===== config.mk =====
export PLATFORM = sky130hd
export DESIGN_NAME = spi_ctl
export DESIGN_NICKNAME = d
export VERILOG_FILES = /design/src/rtl/spi_ctl_pkg.sv /design/src/rtl/spi_ctl_fifo.sv /design/src/rtl/spi_ctl_shift.sv /design/src/rtl/spi_ctl.sv
export SDC_FILE = /design/constraint.sdc
export NUM_CORES = 1
export LEC_CHECK = 0
export CELL_PAD_IN_SITES_DETAIL_PLACEMENT = 1
export CELL_PAD_IN_SITES_GLOBAL_PLACEMENT = 2
export CORE_ASPECT_RATIO = 0.75
export CORE_MARGIN = 1.5
export CORE_UTILIZATION = 45
export DETAILED_ROUTE_END_ITERATION = 10
export PLACE_DENSITY_LB_ADDON = 0.1
export SYNTH_ARGS = -nofsm -noshare
export SYNTH_HDL_FRONTEND = slang
export SYNTH_SLANG_ARGS = --single-unit

===== constraint.sdc =====
create_clock -name clk -period 3.69 [get_ports clk]
set_input_delay 0.369 -clock clk [delete_from_list [all_inputs] [get_ports clk]]
set_output_delay 0.369 -clock clk [all_outputs]
set_load 0.02 [all_outputs]

===== src/rtl/spi_ctl_pkg.sv =====
package spi_ctl_pkg;
  localparam logic [2:0] A_CTRL = 3'd0;
  localparam logic [2:0] A_STAT = 3'd1;
  localparam logic [2:0] A_TXD  = 3'd2;
  localparam logic [2:0] A_RXD  = 3'd3;
  localparam logic [2:0] A_SEL  = 3'd4;

  localparam int B_EN   = 1;
  localparam int B_MST  = 2;
  localparam int B_CPOL = 3;
  localparam int B_CPHA = 4;
  localparam int B_TCLR = 5;
  localparam int B_RCLR = 6;
  localparam int B_MAN  = 7;
  localparam int B_INH  = 8;

  typedef struct packed {
    logic inh;
    logic man;
    logic cpha;
    logic cpol;
    logic mst;
    logic en;
  } ctrl_t;
endpackage


===== src/rtl/spi_ctl_fifo.sv =====
module spi_ctl_fifo #(
  parameter int W     = 8,
  parameter int DEPTH = 16
) (
  input  logic         clk,
  input  logic         rst,
  input  logic         clr,
  input  logic         push,
  input  logic [W-1:0] wdata,
  input  logic         pop,
  output logic [W-1:0] rdata,
  output logic         empty,
  output logic         full
);
  localparam int AW = (DEPTH > 1) ? $clog2(DEPTH) : 1;
  localparam int CW = $clog2(DEPTH + 1);

  logic [W-1:0]  mem [DEPTH];
  logic [AW-1:0] wr_ptr, rd_ptr;
  logic [CW-1:0] level;
  logic          push_ok, pop_ok;

  assign full    = (level == CW'(DEPTH));
  assign empty   = (level == '0);
  assign push_ok = push && !full;
  assign pop_ok  = pop && !empty;
  assign rdata   = mem[rd_ptr];

  // storage without reset so it can map onto RAM
  always_ff @(posedge clk) begin
    if (push_ok) mem[wr_ptr] <= wdata;
  end

  always_ff @(posedge clk) begin
    if (rst || clr) begin
      wr_ptr <= '0;
      rd_ptr <= '0;
      level  <= '0;
    end else begin
      if (push_ok) wr_ptr <= (wr_ptr == AW'(DEPTH - 1)) ? '0 : wr_ptr + 1'b1;
      if (pop_ok)  rd_ptr <= (rd_ptr == AW'(DEPTH - 1)) ? '0 : rd_ptr + 1'b1;
      if (push_ok && !pop_ok)      level <= level + 1'b1;
      else if (pop_ok && !push_ok) level <= level - 1'b1;
    end
  end
endmodule


===== src/rtl/spi_ctl_shift.sv =====
module spi_ctl_shift #(
  parameter int W       = 8,
  parameter int CLK_DIV = 2
) (
  input  logic         clk,
  input  logic         rst,
  input  logic         cpol,
  input  logic         cpha,
  input  logic         start,
  input  logic [W-1:0] tx_word,
  input  logic         miso,
  output logic         busy,
  output logic         sclk,
  output logic         mosi,
  output logic         done,
  output logic [W-1:0] rx_word
);
  localparam int DW    = (CLK_DIV > 1) ? $clog2(CLK_DIV) : 1;
  localparam int EDGES = 2 * W;
  localparam int EW    = $clog2(EDGES);

  logic [DW-1:0] cnt;
  logic [EW-1:0] edge_n;
  logic [W-1:0]  tx_sr, rx_sr;
  logic          tick, lead, sample, last;

  always_comb begin
    tick   = (cnt == DW'(CLK_DIV - 1));
    lead   = !edge_n[0];
    sample = lead ^ cpha;
    last   = (edge_n == EW'(EDGES - 1));
  end

  always_ff @(posedge clk) begin
    if (rst) begin
      busy    <= 1'b0;
      sclk    <= 1'b0;
      mosi    <= 1'b0;
      done    <= 1'b0;
      rx_word <= '0;
      cnt     <= '0;
      edge_n  <= '0;
      tx_sr   <= '0;
      rx_sr   <= '0;
    end else begin
      done <= 1'b0;
      if (!busy) begin
        sclk <= cpol;
        if (start) begin
          busy   <= 1'b1;
          cnt    <= '0;
          edge_n <= '0;
          if (!cpha) begin
            mosi  <= tx_word[W-1];
            tx_sr <= {tx_word[W-2:0], 1'b0};
          end else begin
            tx_sr <= tx_word;
          end
        end
      end else if (tick) begin
        cnt    <= '0;
        sclk   <= ~sclk;
        edge_n <= edge_n + 1'b1;
        if (sample) begin
          rx_sr <= {rx_sr[W-2:0], miso};
        end else if (!last) begin
          mosi  <= tx_sr[W-1];
          tx_sr <= {tx_sr[W-2:0], 1'b0};
        end
        if (last) begin
          busy    <= 1'b0;
          done    <= 1'b1;
          rx_word <= sample ? {rx_sr[W-2:0], miso} : rx_sr;
        end
      end else begin
        cnt <= cnt + 1'b1;
      end
    end
  end
endmodule


===== src/rtl/spi_ctl.sv =====
module spi_ctl
  import spi_ctl_pkg::*;
#(
  parameter int DEPTH   = 16,
  parameter int CLK_DIV = 2,
  parameter int NSEL    = 4
) (
  input  logic            clk,
  input  logic            rst,
  input  logic            bus_wr,
  input  logic            bus_rd,
  input  logic [2:0]      bus_addr,
  input  logic [15:0]     bus_wdata,
  output logic [15:0]     bus_rdata,
  output logic            sclk,
  output logic            mosi,
  input  logic            miso,
  output logic [NSEL-1:0] ss_n,
  output logic            evt_tx_empty,
  output logic            evt_tx_drop,
  output logic            evt_rx_drop
);
  localparam int W = 8;

  ctrl_t           ctrl_q;
  logic [NSEL-1:0] sel_q;
  logic            wr_ctrl, tx_clr, rx_clr, tx_push, rx_pop, start;
  logic            tx_empty, tx_full, rx_empty, rx_full;
  logic            busy, done;
  logic [W-1:0]    tx_head, rx_head, rx_word;
  logic [15:0]     rd_mux;
  logic            unused_wbits;

  assign unused_wbits = ^{bus_wdata[15:9], bus_wdata[0]};
  assign wr_ctrl = bus_wr && (bus_addr == A_CTRL);
  assign tx_clr  = wr_ctrl && bus_wdata[B_TCLR];
  assign rx_clr  = wr_ctrl && bus_wdata[B_RCLR];
  assign tx_push = bus_wr && (bus_addr == A_TXD);
  assign rx_pop  = bus_rd && (bus_addr == A_RXD);
  assign start   = ctrl_q.en && ctrl_q.mst && !ctrl_q.inh && !busy && !tx_empty;

  spi_ctl_fifo #(.W(W), .DEPTH(DEPTH)) u_txq (
    .clk(clk), .rst(rst), .clr(tx_clr), .push(tx_push), .wdata(bus_wdata[W-1:0]),
    .pop(start), .rdata(tx_head), .empty(tx_empty), .full(tx_full));

  spi_ctl_fifo #(.W(W), .DEPTH(DEPTH)) u_rxq (
    .clk(clk), .rst(rst), .clr(rx_clr), .push(done), .wdata(rx_word),
    .pop(rx_pop), .rdata(rx_head), .empty(rx_empty), .full(rx_full));

  spi_ctl_shift #(.W(W), .CLK_DIV(CLK_DIV)) u_shift (
    .clk(clk), .rst(rst), .cpol(ctrl_q.cpol), .cpha(ctrl_q.cpha), .start(start),
    .tx_word(tx_head), .miso(miso), .busy(busy), .sclk(sclk), .mosi(mosi),
    .done(done), .rx_word(rx_word));

  always_ff @(posedge clk) begin
    if (rst) begin
      ctrl_q <= '{inh: 1'b1, default: 1'b0};
      sel_q  <= '1;
    end else if (bus_wr) begin
      if (bus_addr == A_CTRL) begin
        ctrl_q.en   <= bus_wdata[B_EN];
        ctrl_q.mst  <= bus_wdata[B_MST];
        ctrl_q.cpol <= bus_wdata[B_CPOL];
        ctrl_q.cpha <= bus_wdata[B_CPHA];
        ctrl_q.man  <= bus_wdata[B_MAN];
        ctrl_q.inh  <= bus_wdata[B_INH];
      end
      if (bus_addr == A_SEL) sel_q <= bus_wdata[NSEL-1:0];
    end
  end

  always_comb begin
    rd_mux = '0;
    case (bus_addr)
      A_CTRL: begin
        rd_mux[B_EN]   = ctrl_q.en;
        rd_mux[B_MST]  = ctrl_q.mst;
        rd_mux[B_CPOL] = ctrl_q.cpol;
        rd_mux[B_CPHA] = ctrl_q.cpha;
        rd_mux[B_MAN]  = ctrl_q.man;
        rd_mux[B_INH]  = ctrl_q.inh;
      end
      A_STAT:  rd_mux[3:0] = {tx_full, tx_empty, rx_full, rx_empty};
      A_RXD:   rd_mux[W-1:0] = rx_head;
      A_SEL:   rd_mux[NSEL-1:0] = sel_q;
      default: rd_mux = '0;
    endcase
  end

  always_ff @(posedge clk) begin
    if (rst) begin
      bus_rdata    <= '0;
      ss_n         <= '1;
      evt_tx_empty <= 1'b0;
      evt_tx_drop  <= 1'b0;
      evt_rx_drop  <= 1'b0;
    end else begin
      if (bus_rd) bus_rdata <= rd_mux;
      ss_n         <= (ctrl_q.en && ctrl_q.mst && (ctrl_q.man || busy || start)) ? sel_q : '1;
      evt_tx_empty <= done && tx_empty;
      evt_tx_drop  <= tx_push && tx_full && !tx_clr;
      evt_rx_drop  <= done && rx_full && !rx_clr;
    end
  end
endmodule


==> flow_metrics.tcl <==
set metrics [dict create \
    status "complete, no violations" \
    cts_max_level 2 \
    cts_buffers 36 \
    pin_count 49 \
    path_buf_inv 2 \
    postCtsResizedCells 0 \
    finalClockSkew_ns 0.01717 \
    syn_to_final_growth_pct 13.66 \
    clock_sinks 349 \
    clkLatencyLatePin_ns 0.52 \
    die-area_um2 32610 \
    holdBufCountCts 0 \
    crit_path_end_kind "register" \
    fin_crit_sh_pct 86.43 \
    path_depth 13 \
    drv_cap 0 \
    worstPathMaxFanout 8 \
    irDropWorstVdd_uv 288.0 \
    coreArea_um2 31110 \
    whs_path_depth 2 \
    hpwl_mm 23.60 \
    final_nets 1046 \
    clkTransAtPathRegs_ns 0.06 \
    finalHoldViolCount 0 \
    synth-edff-count 256 \
    cts_tree "yes" \
    final_layout_size_suffix_gt1_share_pct 14.94 \
    critPathSlowestCell "dfxtp_1" \
    routed_wl_mm 33.89 \
    routabilityCongestion 0.8215 \
    seq_area_frac_synth_pct 67.31 \
    tns_ns 0 \
    cts-root-buf "clkbuf_16" \
    fmax_mhz 313.6 \
    dr.pass1.iters 4 \
    crit_type "register to register" \
    avgSynthCellArea_um2 15.09 \
    critPathMaxStageDelay_ns 0.35 \
    via_count 8063 \
    grtUsageTotal_pct 21.38 \
    grt.overflow.total 0 \
    synth_top_area_share_pct 54.19 \
    drv_slew 0 \
    die_y_um 156.8 \
    cts_setup_buffers 0 \
    initial_core_util_pct 45.60 \
    relSlewSlack_pct 30.16 \
    synth_ff_type "edfxtp_1" \
    chipWidth_um 208.0 \
    hold_path.class "primary input to register" \
    arrival_ns 3.57 \
    viasPerCell 5.635 \
    finalSetupViolations 0 \
    wire_per_inst_um 23.68 \
    grt_pass1_vias 8323 \
    synth_cell_types 58 \
    reg2reg_depth 13 \
    grt_max_degree 35 \
    power_density_nw_per_um2 484.5 \
    async_reset_ff_share_pct 0 \
    dpl-instance-area_um2 15020 \
    worstMarginPinSlew_ns 1.044 \
    io_buffers 34 \
    crit_required_ns 4.07 \
    ant_nets 0 \
    rsz0062_at_grt "false" \
    drc_errors 0 \
    finalPower_mw 7.812 \
    syn_inst 940 \
    yosys_warnings 0 \
    design_area_um2 16120 \
    crit_chain "nor4_1 -> nand2_1 -> nand2_1 -> clkinv_1 -> ha_1 -> inv_1 -> ha_1 -> nor2b_1 -> o21a_1 -> or3_1 -> a21oi_1 -> xnor2_1 -> nor2_1" \
    ys_seq_elements 349 \
    synth_area_leaders "edfxtp_1 (54%), dfxtp_1 (13%), mux4_2 (9.4%)" \
    rows 56 \
    netlist_area_um2 14190 \
    antenna_found_initial 1 \
    p_leak_nw 5.210 \
    min_period_ns 3.189 \
    yosysTopAreaCell "edfxtp_1" \
    setup.worst_path.start_class "register" \
    grt_pass1_wl_mm 51.81 \
    drtIter0Drc 626 \
    cp_top_family "simple AND/OR/NAND/NOR gates" \
    cts_buffer_depth 3 \
]
flip-flops by register name (all words and copies together), names as in the netlist, 4 cells and up, named ones only:
name,flops
u_shift.edge_n,4
u_shift.tx_sr,8
ss_n,4
u_shift.rx_word,8
u_rxq.mem,128
ctrl_q,6
u_rxq.level,5
u_txq.level,5
sel_q,4
u_rxq.rd_ptr,4
u_rxq.wr_ptr,4
u_txq.rd_ptr,4
u_txq.wr_ptr,4
bus_rdata,9
u_txq.mem,128
u_shift.rx_sr,8
report_power, final:
part / total, mW / switching, mW / internal [mW]
sequential: 4.20 / 0.0122 / 4.19
clock: 3.45 / 1.45 / 2.01
combinational: 0.156 / 0.0999 / 0.0563
stage by stage:
| step | setup WS (ns) | std cells | util, % | hold slack [ns] |
|---|---|---|---|---|
| 2_1_floorplan | 0.7413 | 946 | - | 0.4253 |
| 3_3_place_gp | 0.1619 | 1367 | 48.28 | 0.4416 |
| 3_5_place_dp | 0.1275 | 1367 | 48.28 | 0.4726 |
| 4_1_cts | 0.4943 | 1430 | 51.82 | 0.3618 |
| 5_1_grt | 0.2453 | 1431 | 51.83 | 0.3800 |
| 6_report | 0.5007 | 1431 | 51.83 | 0.3862 |
cells by family after synthesis:
family          count (synthesis)  synth area share [%]
xor+xnor                       18                 1.111
simple gates                  243                 7.700
flops                         349                 67.31
compound gates                120                 5.274
other cells                     1               0.02643
fa+ha+maj                      23                 2.134
buf+inv                        76                 2.752
mux                           110                 13.69
cell type report:
type / instances / area [um2]
fillers: 3058 / 14990
clock buffers: 51 / 988.4
flip-flops and latches: 349 / 9552
multi-input cells: 521 / 4274
repair buffers: 70 / 605.6
clock inverters: 12 / 112.6
inverters: 21 / 81.33
diodes: 1 / 2.502
well taps: 406 / 508.0
worst reg2reg max path, stage by stage (launching register included):
cell and delay (ns):
dfxtp_1 0.35, nor4_1 0.31, nand2_1 0.18, nand2_1 0.22, clkinv_1 0.27, ha_1 0.33
inv_1 0.15, ha_1 0.26, nor2b_1 0.14, o21a_1 0.18, or3_1 0.30, a21oi_1 0.18
xnor2_1 0.14, nor2_1 0.05
final timing paths:
check	startpoint	to	slack, ns
max	u_rxq.level[0]	u_rxq.level[4]	0.50
min	rst	u_shift.rx_sr[3]	0.39
max reg2reg	u_rxq.level[0]	u_rxq.level[4]	0.50
min reg2reg	bus_rdata[5]	bus_rdata[5]	0.48
synthesized netlist by cell type, types with 3 or more instances:
library cell    n
a21oi_1        50
nor2_1         82
nand2_1        78
mux4_1          6
buf_6           3
buf_1           8
inv_1          18
o211ai_1        3
buf_4          12
and3_1          3
xnor2_1         7
o21ai_0        10
buf_2          15
clkbuf_1       16
and2_1          6
a31oi_1         7
nand3_1        21
dfxtp_1        93
edfxtp_1      256
o22ai_1         6
o21ai_1         3
mux4_2         59
nand2b_1       13
a211oi_1       16
o21a_1          4
ha_1           21
mux2_2          4
xor2_1         11
or3_1           6
a211o_1         5
nor2b_1         7
a21o_1          3
nor3_1         19
mux2i_1        41
per-layer routing:
layer | share of wire (%) | up-vias | wire length (um) | GRT usage, %
li1 | - | 3669 | - | -
met4 | 1.7 | 0 | 593 | 5.214
met3 | 5.4 | 37 | 1830 | 4.014
met1 | 50 | 4172 | 17090 | 33.13
met5 | 0 | - | 0 | 0
met2 | 42 | 185 | 14380 | 30.97
cells in the final DEF (no fill, tap or decap), drive strengths merged, types with 2 or more instances in the layout:
cell	netlist	routed
nand3	21	21
o21a	4	4
mux2	4	4
mux2i	41	41
nand2	78	78
bufinv	0	2
o211ai	3	3
clkinv	1	9
conb	1	7
xor2	11	11
nor4	3	3
ha	21	21
xnor2	7	7
or3	6	6
nand2b	13	13
a211oi	16	16
nor2b	7	7
edfxtp	256	256
clkdlybuf4s50	0	33
a21o	3	3
nor3	19	19
or4	2	2
o22ai	6	6
and2	6	6
a31oi	7	7
o31ai	2	2
buf	39	37
a21oi	51	51
dfxtp	93	93
fa	2	2
o21ai	13	13
nor2	82	82
and3	3	3
inv	20	21
a211o	5	5
mux4	65	65
clkbuf	16	51
(Power assumes the default switching activity.)
